### src/rtl/nib_gpio_pkg.sv
package nib_gpio_pkg;
  parameter int ADDR_W = 3;
  parameter logic [ADDR_W-1:0] OFS_CLR  = 3'd1;
  parameter logic [ADDR_W-1:0] OFS_DATA = 3'd3;
  parameter logic [ADDR_W-1:0] OFS_CTRL = 3'd4;
endpackage

### src/rtl/nib_gpio_sync.sv
module nib_gpio_sync #(
  parameter int   STAGES  = 2,
  parameter logic RST_VAL = 1'b1
) (
  input  logic clk,
  input  logic rst_ni,
  input  logic d,
  output logic q
);
  logic [STAGES-1:0] sr_q;
  logic [STAGES-1:0] sr_d;

  always_comb begin
    sr_d = {sr_q[STAGES-2:0], d};
  end

  always_ff @(posedge clk or negedge rst_ni) begin
    if (!rst_ni) sr_q <= {STAGES{RST_VAL}};
    else         sr_q <= sr_d;
  end

  assign q = sr_q[STAGES-1];
endmodule

### src/rtl/nib_gpio_port.sv
module nib_gpio_port #(
  parameter int DATA_W = 8,
  parameter int NIB_W  = 4,
  localparam int NUM_NIB = DATA_W / NIB_W
) (
  input  logic               clk,
  input  logic               rst_ni,
  input  logic               wr_en,
  input  logic [DATA_W-1:0]  wdata,
  input  logic [NUM_NIB-1:0] dir,
  input  logic [DATA_W-1:0]  pin_in,
  output logic [DATA_W-1:0]  pin_out,
  output logic [DATA_W-1:0]  pin_oe,
  output logic [DATA_W-1:0]  rd_val
);
  logic [DATA_W-1:0] out_q;
  logic [DATA_W-1:0] out_d;

  always_comb begin
    out_d = out_q;
    for (int n = 0; n < NUM_NIB; n++) begin
      if (wr_en && dir[n]) out_d[n*NIB_W +: NIB_W] = wdata[n*NIB_W +: NIB_W];
    end
  end

  always_ff @(posedge clk or negedge rst_ni) begin
    if (!rst_ni) out_q <= '0;
    else         out_q <= out_d;
  end

  for (genvar n = 0; n < NUM_NIB; n++) begin : g_nib
    assign pin_oe[n*NIB_W +: NIB_W] = {NIB_W{dir[n]}};
    assign rd_val[n*NIB_W +: NIB_W] = dir[n] ? out_q[n*NIB_W +: NIB_W]
                                             : pin_in[n*NIB_W +: NIB_W];

    hold_in_nib_chk: assert property (@(posedge clk) disable iff (!rst_ni)
      !dir[n] |=> $stable(out_q[n*NIB_W +: NIB_W]));
  end

  assign pin_out = out_q;
endmodule

### src/rtl/nib_gpio_irq.sv
module nib_gpio_irq (
  input  logic clk,
  input  logic rst_ni,
  input  logic ext_s,
  input  logic en,
  input  logic clr,
  output logic flag
);
  logic prev_q;
  logic flag_q;
  logic flag_d;
  logic fall;

  assign fall = prev_q & ~ext_s;

  always_comb begin
    flag_d = flag_q;
    if (fall && en) flag_d = 1'b1;
    else if (clr)   flag_d = 1'b0;
  end

  always_ff @(posedge clk or negedge rst_ni) begin
    if (!rst_ni) begin
      prev_q <= 1'b1;
      flag_q <= 1'b0;
    end else begin
      prev_q <= ext_s;
      flag_q <= flag_d;
    end
  end

  assign flag = flag_q;


  set_wins_chk: assert property (@(posedge clk) disable iff (!rst_ni)
    (fall && en) |=> flag_q);

  clr_flag_chk: assert property (@(posedge clk) disable iff (!rst_ni)
    (clr && !(fall && en)) |=> !flag_q);

  rise_cause_chk: assert property (@(posedge clk) disable iff (!rst_ni)
    $rose(flag_q) |-> $past(fall && en));
endmodule

### src/rtl/nib_gpio_top.sv
module nib_gpio_top
  import nib_gpio_pkg::*;
#(
  parameter int DATA_W      = 8,
  parameter int NIB_W       = 4,
  parameter int SYNC_STAGES = 2,
  localparam int NUM_NIB    = DATA_W / NIB_W
) (
  input  logic              clk,
  input  logic              rst_n,
  input  logic [ADDR_W-1:0] bus_addr,
  input  logic              bus_wr,
  input  logic              bus_rd,
  input  logic [DATA_W-1:0] bus_wdata,
  output logic [DATA_W-1:0] bus_rdata,
  input  logic [DATA_W-1:0] pad_in,
  output logic [DATA_W-1:0] pad_out,
  output logic [DATA_W-1:0] pad_oe,
  input  logic              ext_int_n,
  output logic              irq
);
  logic               rst_sn;
  logic               ext_s;
  logic               sel_data, sel_ctrl, sel_clr;
  logic [NUM_NIB-1:0] dir_q, dir_d;
  logic               en_q, en_d;
  logic               flag;
  logic [DATA_W-1:0]  port_rd;

  nib_gpio_sync #(.STAGES(2), .RST_VAL(1'b0)) u_rst_sync (
    .clk(clk), .rst_ni(rst_n), .d(1'b1), .q(rst_sn));

  nib_gpio_sync #(.STAGES(SYNC_STAGES), .RST_VAL(1'b1)) u_ext_sync (
    .clk(clk), .rst_ni(rst_sn), .d(ext_int_n), .q(ext_s));

  assign sel_data = (bus_addr == OFS_DATA);
  assign sel_ctrl = (bus_addr == OFS_CTRL);
  assign sel_clr  = (bus_addr == OFS_CLR);

  always_comb begin
    dir_d = dir_q;
    en_d  = en_q;
    if (bus_wr && sel_ctrl) begin
      dir_d = bus_wdata[NUM_NIB-1:0];
      en_d  = bus_wdata[NUM_NIB];
    end
  end

  always_ff @(posedge clk or negedge rst_sn) begin
    if (!rst_sn) begin
      dir_q <= '0;
      en_q  <= 1'b0;
    end else begin
      dir_q <= dir_d;
      en_q  <= en_d;
    end
  end

  nib_gpio_port #(.DATA_W(DATA_W), .NIB_W(NIB_W)) u_port (
    .clk(clk), .rst_ni(rst_sn), .wr_en(bus_wr && sel_data), .wdata(bus_wdata),
    .dir(dir_q), .pin_in(pad_in), .pin_out(pad_out), .pin_oe(pad_oe),
    .rd_val(port_rd));

  nib_gpio_irq u_irq (
    .clk(clk), .rst_ni(rst_sn), .ext_s(ext_s), .en(en_q),
    .clr(bus_rd && sel_clr), .flag(flag));

  always_comb begin
    bus_rdata = '0;
    if (sel_data) begin
      bus_rdata = port_rd;
    end else if (sel_ctrl) begin
      bus_rdata[NUM_NIB-1:0] = dir_q;
      bus_rdata[NUM_NIB]     = en_q;
      bus_rdata[NUM_NIB+1]   = flag;
    end
  end

  assign irq = flag & en_q;


  irq_mask_chk: assert property (@(posedge clk) disable iff (!rst_sn)
    !en_q |-> !irq);

  flag_wr_ignored_chk: assert property (@(posedge clk) disable iff (!rst_sn)
    (bus_wr && sel_ctrl && !flag && $stable(ext_s)) |=> !flag);
endmodule

### config.mk
export PLATFORM = sky130hd
export DESIGN_NAME = nib_gpio_top
export DESIGN_NICKNAME = d
export VERILOG_FILES = /design/src/rtl/nib_gpio_pkg.sv /design/src/rtl/nib_gpio_sync.sv /design/src/rtl/nib_gpio_port.sv /design/src/rtl/nib_gpio_irq.sv /design/src/rtl/nib_gpio_top.sv
export SDC_FILE = /design/constraint.sdc
export NUM_CORES = 1
export LEC_CHECK = 0
export ABC_AREA = 1
export CORE_MARGIN = 10
export CORE_UTILIZATION = 60
export CTS_CLUSTER_DIAMETER = 150
export DETAILED_ROUTE_END_ITERATION = 7
export DONT_BUFFER_PORTS = 1
export PLACE_DENSITY_LB_ADDON = 0.25
export SETUP_SLACK_MARGIN = 0.5
export SKIP_LAST_GASP = 1
export SLEW_MARGIN = 5
export SYNTH_ARGS = -nofsm -noshare
export SYNTH_HDL_FRONTEND = slang
export SYNTH_HIERARCHICAL = 1
export SYNTH_SLANG_ARGS = --single-unit
### constraint.sdc
create_clock -name clk -period 1.55 [get_ports clk]
set_input_delay 0.31 -clock clk [delete_from_list [all_inputs] [get_ports clk]]
set_output_delay 0.31 -clock clk [all_outputs]
set_load 0.1 [all_outputs]
==> results.cfg, run 1 <==
[run_status]
outcome = aborted with a tool error
lastStage = 4_1_cts
error = [ERROR DPL-0038] Utilization greater than 100%, impossible to legalize

[cts]
cts-root-buf = clkbuf_4
post_cts_buffers = 11
cts-htree-levels = 1
cts_sinks = 17
post_cts_resized = 30
numCtsBuffers = 3
hold_buffers = 1
cts.path.max_buffers = 2

[floorplan]
fp-row-count = 14
dieHeight_um = 60.4
dieWidth_um = 60.4
ioPinCount = 49
initial_core_util_pct = 64.2

[synth]
avgSynthCellArea_um2 = 7.89
ys_types = 16
synth_fp_nets = 148
syn_inst = 124
yosysWarningCount = 6
ys_seq_elements = 17
synth_area_um2 = 978
ys_seq_area_share_pct = 43.9

[place]
dp_hpwl_um = 1980
gp_congestion = 0.777
io_buffers = 0
place_ws_ns = 0.108
==> logic make-up after synthesis <==
group                  Yosys count  share of synthesized area [%]
other                            1                          0.383
AO/OA/AOI/OAI                   12                           7.67
flip-flops                      17                           43.9
AND/OR/NAND/NOR                 61                           29.3
buffers and inverters           33                           18.8
==> stage by stage <==
| stage | instance area [µm²] | instances |
|---|---|---|
| after detailed placement | 1290 | 148 |
| after global placement | 1290 | 148 |
| after floorplan | 1130 | 124 |
==> Yosys cell counts <==
cell type / number / area (µm²)
nor3b_1: 1 / 7.51
nor2_4: 1 / 11.3
o21ai_2: 4 / 35.0
dfstp_2: 3 / 78.8
buf_4: 8 / 60.1
nand3_2: 1 / 10.0
conb_1: 1 / 3.75
dfrtp_1: 14 / 350
buf_6: 4 / 45.0
inv_1: 21 / 78.8
o21ai_0: 8 / 40.0
nand3b_4: 1 / 20.0
nand4_1: 3 / 18.8
nor2_1: 5 / 18.8
nand3_1: 13 / 65.1
nand2_1: 36 / 135
==> run 2, diff against run 1 <==
- CORE_AREA: not set -> 10 10 71 73
- CORE_MARGIN: 10 -> not set
- CORE_UTILIZATION: 60 -> not set
- CTS_CLUSTER_DIAMETER: 150 -> not set
- DIE_AREA: not set -> 0 0 81 83
- PLACE_DENSITY_LB_ADDON: 0.25 -> 0.15
- SETUP_SLACK_MARGIN: 0.5 -> not set
==> run 2 against run 1 <==
- the flow now finishes, with violations (setup timing)
- synthesized cell count unchanged
- synthesized area unchanged
==> results.cfg, run 2 <==
[detailed_routing]
drt-initial-drc-count = 26
drc = 0
routed_via_density = 4.14
drtAntennaViolNets = 0
num_vias = 807
routed_wl_um = 2570
wire_per_inst_um = 13.2
drt_first_pass_iters = 4

[sta]
hold_viol = 0
setup_viol = 16
rsz0062_at_grt = yes
worstMarginPinSlew_ns = 0.598
fin_crit_ns = 1.65
hold_ws_ns = 0.0603
fin_crit_sh_pct = 106
fin_skew_ns = 0.00149
slew_headroom_pct = 60.1
slew_violations = 0
tns_ns = -0.921
clock.fmax_mhz = 606
setup_ws_ns = -0.0990

[synth]
ys_seq_elements = 17
ys_seq_area_share_pct = 43.9
yosysWarningCount = 6
ys_types = 16
yosys.area.top_type_share_pct = 35.8
synth_most_common_cell = nand2_1
yosys.area.top_type = dfrtp_1
syn_inst = 124
synth_area_um2 = 978
synth_fp_nets = 148
ys_top_cells_by_area = dfrtp_1 (36%), nand2_1 (14%), dfstp_2 (8.1%)
avgSynthCellArea_um2 = 7.89
async_flop_share_pct = 100
ys_top_cells_by_count = nand2_1 (36), inv_1 (21), dfrtp_1 (14), nand3_1 (13)
synth_edf_count = 0
synth_ff_type = dfrtp_1

[cells_and_area]
antenna_cells = 0
largest_reg_flops = 8
design_area_mm2 = 0.00146
post-route-util_pct = 40.2
drive_above_1_share_pct = 40.1
final_cell_mix = nand2_1 (36), inv_1 (20), buf_4 (19), nand3_1 (13), dfrtp_4 (10)
fillers = 394
final_net_count = 172
syn_to_final_growth_pct = 49.1
final_common_cell = nand2_1

[global_routing]
grt_pass1_vias = 847
grt_first_pass_wirelength_um = 4120
grt_start_max_net_pins = 16
grt_usage_pct = 7.51
antenna_found_initial = 0
grt-ovfl-total = 0

[setup_path]
cp-start-kind = flip-flop
r2r_start = dir_q[0]$_DFFE_PN0P_
critical_path_arrival_ns = 1.34
crit_fanout = 8
critPathKind = flip-flop to primary output
setup.worst_path.start = dir_q[0]$_DFFE_PN0P_
required_ns = 1.24
critPathCaptureType = primary output

[cts]
cts_sinks = 17
cts-htree-levels = 1
cts_tree = yes
clk_latency_ns = 0.24
cts-root-buf = clkbuf_8
clk_pin_slew_ns = 0.06
numCtsBuffers = 3
cts.path.max_buffers = 2

[floorplan]
coreArea_mm2 = 0.00363
fp-row-count = 22
dieHeight_um = 83
die_area_mm2 = 0.00672
initial_core_util_pct = 26.9
ioPinCount = 49
dieWidth_um = 81

[place]
dp_hpwl_um = 2050
gp_congestion = 0.724
io_buffers = 0
dpl_cell_area_mm2 = 0.00131

[hold_path]
min_from = ext_int_n
holdCritPathClass = input port to flip-flop

[pwr]
leakagePower_nw = 0.690
total_power_mw = 2.41
vdd_drop_max_v = 0.000597
p_per_area_mw_per_mm2 = 1650

[run_status]
outcome = finished, violations left
violations = setup timing

[flow_run]
drv_cap = 0
run 2: report_power, final:
group          switching (mW)  internal [mW]
logic                    1.11          0.320
clock network           0.136          0.182
registers              0.0791          0.583
run 2: routing by layer:
metal  share of wire [%]  global-route usage, %  vias up
li1                    -                      -      419
met1                  37                   8.19      373
met2                  56                   13.5       13
met3                 6.6                   2.26        2
met4                0.54                   1.88        0
met5                   0                      0        -
run 2: worst max-delay path, stage by stage (launching register included):
cell	delay, ns
dfrtp_4	0.47
buf_6	0.12
nand2_1	0.04
o21ai_1	0.06
inv_1	0.07
o21ai_4	0.14
buf_12	0.19
run 2: metrics by stage:
step                cells  setup slack (ns)
floorplan             124            -0.123
global placement      181            0.0976
detailed placement    181            0.0829
CTS                   193            -0.109
global route          195            -0.201
finish                195           -0.0990
run 2: worst paths after layout:
| kind | to | slack (ns) | cells after the start |
|---|---|---|---|
| min | u_ext_sync/sr_q[0]$_DFF_PN1_ | 0.06 | 0 |
| max reg2reg | u_port/pin_out[2]$_DFFE_PN0P_ | 0.40 | 5 |
| min in group asynchronous | u_port/pin_out[2]$_DFFE_PN0P_ | 0.25 | 0 |
| max in group asynchronous | u_port/pin_out[7]$_DFFE_PN0P_ | 0.86 | 0 |
| min reg2reg | u_port/pin_out[2]$_DFFE_PN0P_ | 0.25 | 0 |
| max | bus_rdata[0] | -0.1 | 6 |
run 2: cell families after synthesis:
group,count (synthesis),share of synthesized area [%]
AND/OR/NAND/NOR,61,29.3
flip-flops,17,43.9
other,1,0.383
AO/OA/AOI/OAI,12,7.67
buffers and inverters,33,18.8
run 2: timing repair:
item,in CTS,in global routing
resized for setup,4,3
endpoints found under the setup margin,8,16
hold endpoints to repair,2,0
pin swaps,0,2
hold buffers,1,0
buffers inserted,7,2
run 2: final cells by class:
type | instances | area (µm²) | share of cell area, %
clock buffer | 4 | 45.0 | 3.09
inverter | 21 | 78.8 | 5.40
multi-input combinational | 74 | 429 | 29.4
sequential | 17 | 467 | 32.0
tap | 48 | 60.1 | 4.12
timing repair buffer | 31 | 379 | 26.0
Power figures use the tool's default switching activity.
==> run 3, diff against run 2 <==
- clock period: 1.55 -> 2.1 ns (I/O delays scaled with it)
==> run 3 against run 2 <==
- the flow now finishes without violations
- combinational power shrank 32%
- sequential share of layout area is 1.0 points higher
- total power is 30% lower
- cell area fell by 7.7%
- critical path type unchanged
- clock-buffer cell count unchanged
- largest power group unchanged
- non-clock buffer count decreased by 9
- wire length is 2.1% lower
==> results.cfg, run 3 (same netlist as run 2, synthesis figures left out) <==
[run_status]
outcome = finished, final reports clean

[detailed_routing]
routed_wl_um = 2520
routed_via_density = 4.25
drt_first_pass_iters = 4
num_vias = 791
wire_per_inst_um = 13.5
drtAntennaViolNets = 0
drt-initial-drc-count = 34
drc = 0

[cts]
cts_tree = yes
post_cts_resized = 0
cts-htree-levels = 1
cts-root-buf = clkbuf_8
cts_sinks = 17
hold_buffers = 1
cts.path.max_buffers = 2
clk_latency_ns = 0.25
post_cts_buffers = 0
numCtsBuffers = 3
clk_pin_slew_ns = 0.07

[sta]
slew_headroom_pct = 58.1
fin_crit_sh_pct = 89.6
setup_viol = 0
hold_ws_ns = 0.156
hold_viol = 0
clock.fmax_mhz = 531
tns_ns = 0
fin_skew_ns = 0.00429
slew_violations = 0
fin_crit_ns = 1.88
rsz0062_at_grt = no
worstMarginPinSlew_ns = 0.628

[hold_path]
hold_path_depth = 0
holdCritPathClass = input port to flip-flop
min_from = ext_int_n
min_to = u_ext_sync/sr_q[0]$_DFF_PN1_

[floorplan]
ioPinCount = 49
dieHeight_um = 83
coreArea_mm2 = 0.00363
dieWidth_um = 81
initial_core_util_pct = 26.9
fp-row-count = 22
die_area_mm2 = 0.00672

[place]
gp_congestion = 0.727
dp_hpwl_um = 2090
io_buffers = 0
dp.cells = 181

[flow_run]
drv_cap = 0

[global_routing]
grt_usage_pct = 7.77
grt_first_pass_wirelength_um = 4080
antenna_found_initial = 0
grt-ovfl-total = 0
grt_start_max_net_pins = 17
grt_pass1_vias = 780

[pwr]
vdd_drop_max_v = 0.000448
leakagePower_nw = 0.641
p_per_area_mw_per_mm2 = 1260

[setup_path]
critPathCaptureType = primary output
crit_fanout = 16
cp-start-kind = flip-flop
required_ns = 1.68
critical_path_arrival_ns = 1.46
r2r-end = u_port/pin_out[3]$_DFFE_PN0P_
r2r_start = dir_q[0]$_DFFE_PN0P_
r2r_slack_ns = 1.18
rr_worst_depth = 3
critPathKind = flip-flop to primary output

[cells_and_area]
largest_reg_flops = 8
antenna_cells = 0
final_cell_mix = nand2_1 (36), inv_1 (21), nand3_1 (13), buf_4 (11), buf_12 (10)
fillers = 399
drive_above_1_share_pct = 33.3
final_net_count = 163
final_cell_count_no_fill = 186
syn_to_final_growth_pct = 37.6
final_common_cell = nand2_1
post-route-util_pct = 37.1
==> run 3: cell types whose count changed in the layout (fill, tap and decap cells not counted), moves of 6 or more <==
cell     previous run  this run
o21ai_0             1         8
o21ai_1             6         0
dfrtp_2             0         6
dfrtp_4            10         2
buf_4              19        11
==> run 3: how the worst max path moves through the flow <==
stage,from,endpoint,slack (ns),cells after the start
finish,dir_q[0]$_DFFE_PN0P_,bus_rdata[0],0.22,4
global route,dir_q[0]$_DFFE_PN0P_,bus_rdata[2],0.09,4
CTS,dir_q[0]$_DFFE_PN0P_,bus_rdata[0],0.20,4
detailed placement,dir_q[0]$_DFFE_PN0P_,bus_rdata[0],0.48,4
global placement,dir_q[0]$_DFFE_PN0P_,bus_rdata[3],0.49,4
floorplan,u_port/pin_out[4]$_DFFE_PN0P_,bus_rdata[4],-0.0005,4
==> run 3: worst max-delay path: stages, from the launching register on <==
cell and delay [ns]:
dfrtp_4 0.57, o21ai_0 0.19, inv_1 0.09, o21ai_4 0.17
buf_12 0.19
==> run 3: per-stage QoR <==
stage / total power [mW] / instance area, µm² / setup WS [ns]
6_report: 1.69 / 1350 / 0.218
5_1_grt: 1.77 / 1350 / 0.0867
4_1_cts: 1.71 / 1350 / 0.204
3_5_place_dp: 1.46 / 1290 / 0.478
3_3_place_gp: 1.46 / 1290 / 0.492
2_1_floorplan: 1.31 / 1050 / -0.000532
==> run 3: final cells by class <==
cell class                      count  area (µm²)  share of cell area [%]
Inverter                           21        78.8                    5.86
Sequential cell                    17         444                    33.0
Tap cell                           48        60.1                    4.46
Clock buffer                        4        45.0                    3.35
Multi-Input combinational cell     74         425                    31.6
Timing Repair Buffer               22         293                    21.7
==> run 3: where the power goes <==
group          leakage (nW)  total (mW)  switching (mW)  internal [mW]
sequential            0.197       0.478          0.0702          0.407
clock                0.0228       0.247           0.112          0.135
combinational         0.421       0.970           0.789          0.182
==> run 3: per-layer routing <==
| layer | GRT usage (%) | part of all wire, % |
|---|---|---|
| met1 | 8.63 | 40 |
| met2 | 12.1 | 49 |
| met3 | 3.88 | 9.6 |
| met4 | 3.29 | 1.6 |
| met5 | 0 | 0 |
==> run 4, diff against run 3 <==
- ABC_AREA: 1 -> not set
- SKIP_LAST_GASP: 1 -> not set
==> run 4 against run 3 <==
- synthesized cell count down 48%
- cell area down 7.4%
- non-clock buffer count down 1
- first-iteration DRC count down 53%
- utilization down 2.8 points
==> results.cfg, run 4 <==
[setup_path]
rr_worst_depth = 2
r2r_start = dir_q[1]$_DFFE_PN0P_
critical_path.endpoint = bus_rdata[3]
crit_family = flip-flops
max_stage_delay_ns = 0.50
critical_path_cell_count = 3
critical_path_arrival_ns = 1.53
r2r_slack_ns = 1.00
cp-start-kind = flip-flop
worst-path-buf-inv = 1
critPathCaptureType = primary output
crit_chain = mux2_2 -> a22o_2 -> buf_12
r2r-end = u_port/pin_out[6]$_DFFE_PN0P_
critPathSlowestCell = dfrtp_4
crit_fanout = 8
required_ns = 1.68
setup.worst_path.start = dir_q[0]$_DFFE_PN0P_
critPathKind = flip-flop to primary output

[hold_path]
holdCritPathClass = input port to flip-flop

[cts]
post_cts_buffers = 0
cts-htree-levels = 1
cts_tree = yes
cts-root-buf = clkbuf_8
post_cts_resized = 0
cts_sinks = 17
clk_pin_slew_ns = 0.07
cts.path.max_buffers = 2
clk_latency_ns = 0.25
hold_buffers = 1
numCtsBuffers = 3

[floorplan]
fp-row-count = 22
initial_core_util_pct = 24.8
dieHeight_um = 83
die_area_mm2 = 0.00672
dieWidth_um = 81
coreArea_mm2 = 0.00363
ioPinCount = 49

[sta]
worstMarginPinSlew_ns = 0.618
fin_crit_sh_pct = 93.0
fin_crit_ns = 1.95
fin_skew_ns = 0.00721
clock.fmax_mhz = 512
setup_viol = 0
tns_ns = 0
slew_headroom_pct = 58.8
hold_viol = 0
rsz0062_at_grt = no
slew_violations = 0

[synth]
async_flop_share_pct = 100
synth_ff_type = dfrtp_1
avgSynthCellArea_um2 = 13.9
ys_top_cells_by_count = dfrtp_1 (14), mux2_2 (11), buf_4 (8), mux2_4 (8), and2_1 (6)
yosys.area.top_type = dfrtp_1
yosysWarningCount = 6
synth_most_common_cell = dfrtp_1
ys_seq_area_share_pct = 47.6
synth_edf_count = 0
synth_area_um2 = 902
syn_inst = 65
ys_top_cells_by_area = dfrtp_1 (39%), mux2_2 (14%), mux2_4 (13%)
ys_types = 17
synth_fp_nets = 89
yosys.area.top_type_share_pct = 38.8
ys_seq_elements = 17

[cells_and_area]
drive_above_1_share_pct = 75.3
antenna_cells = 0
largest_reg_flops = 8
design_area_mm2 = 0.00125
final_cell_mix = dfrtp_1 (12), mux2_2 (11), buf_12 (10), buf_4 (10), mux2_4 (8)
syn_to_final_growth_pct = 38.1
final_net_count = 106
final_cell_count_no_fill = 129
final_common_cell = dfrtp_1

[global_routing]
antenna_found_initial = 0
grt_pass1_vias = 646
grt_usage_pct = 6.95
grt-ovfl-total = 0
grt_start_max_net_pins = 16
grt_first_pass_wirelength_um = 3550

[place]
dp_hpwl_um = 1900
io_buffers = 0
gp_congestion = 0.729
dpl_cell_area_mm2 = 0.00119
dp.cells = 124

[pwr]
total_power_mw = 1.88
leakagePower_nw = 0.574
p_clk_share_pct = 13.0
p_switching_mw = 1.05
seqPwrFrac_pct = 25.6
power_frac_comb_pct = 61.4
p_int_uw = 828
p_per_area_mw_per_mm2 = 1510
p_sw_share_pct = 55.9
vdd_drop_max_v = 0.000342

[detailed_routing]
drt_first_pass_iters = 2
routed_via_density = 4.19
drtAntennaViolNets = 0
wire_per_inst_um = 18.1
routed_wl_um = 2340
drt-initial-drc-count = 16
drc = 0
num_vias = 540

[run_status]
outcome = finished, final reports clean

[flow_run]
drv_cap = 0
[run 4: metal layers]
metal	part of all wire, %	vias up	track usage (%)	wire length [µm]
met5	0	-	0	0
met4	0.60	0	2.35	14
met3	9.1	2	3.23	213
met2	54	19	12.4	1270
met1	36	267	6.73	847
li1	-	252	-	-
[run 4: worst register-to-register path: stages, from the launching register on]
cell	delay, ns
dfrtp_4	0.55
nand2_4	0.13
mux2_4	0.31
[run 4: power groups by stage]
| stage | combinational (mW) | sequential (mW) | clock (mW) |
|---|---|---|---|
| floorplan | 0.600 | 0.858 | 0 |
| global placement | 1.15 | 0.488 | 0 |
| detailed placement | 1.16 | 0.490 | 0 |
| CTS | 1.16 | 0.484 | 0.259 |
| global route | 1.18 | 0.493 | 0.276 |
| finish | 1.15 | 0.480 | 0.245 |
[run 4: worst min path at each step]
stage                                        end  depth (start not counted)  slack [ns]      start
detailed placement  u_rst_sync/sr_q[1]$_DFF_PN0_                          0        0.12      rst_n
finish              u_ext_sync/sr_q[0]$_DFF_PN1_                          0        0.16  ext_int_n
global route        u_ext_sync/sr_q[0]$_DFF_PN1_                          0        0.14  ext_int_n
global placement    u_rst_sync/sr_q[0]$_DFF_PN0_                          0        0.12      rst_n
floorplan           u_rst_sync/sr_q[0]$_DFF_PN0_                          0        0.12      rst_n
CTS                 u_ext_sync/sr_q[0]$_DFF_PN1_                          0        0.15  ext_int_n
[run 4: metrics by stage]
| stage | util, % | setup slack, ns | hold slack (ns) |
|---|---|---|---|
| after CTS | 34.3 | 0.134 | 0.149 |
| after global routing | 34.3 | 0.111 | 0.143 |
| final | 34.3 | 0.147 | 0.156 |
| after global placement | 32.7 | 0.377 | 0.124 |
| after floorplan | - | 0.0103 | 0.124 |
| after detailed placement | 32.7 | 0.392 | 0.124 |
[run 4: cell type report]
class	instances	area [µm²]
clock buffer	3	41.3
timing repair buffer	21	285
fill	371	2390
multi-input combinational	38	414
tap	48	60.1
sequential	17	437
clock inverter	1	5.00
inverter	1	3.75
[run 4: cells by family (layout without fill, tap and decap cells)]
kind of cell	after synthesis	count (layout)	share of synthesized area, %
muxes	19	19	27.0
DFF	17	17	47.6
AOI/OAI and AO/OA	5	5	5.27
and+or+nand+nor	13	13	12.1
other	1	1	0.416
buffers and inverters	10	26	7.63
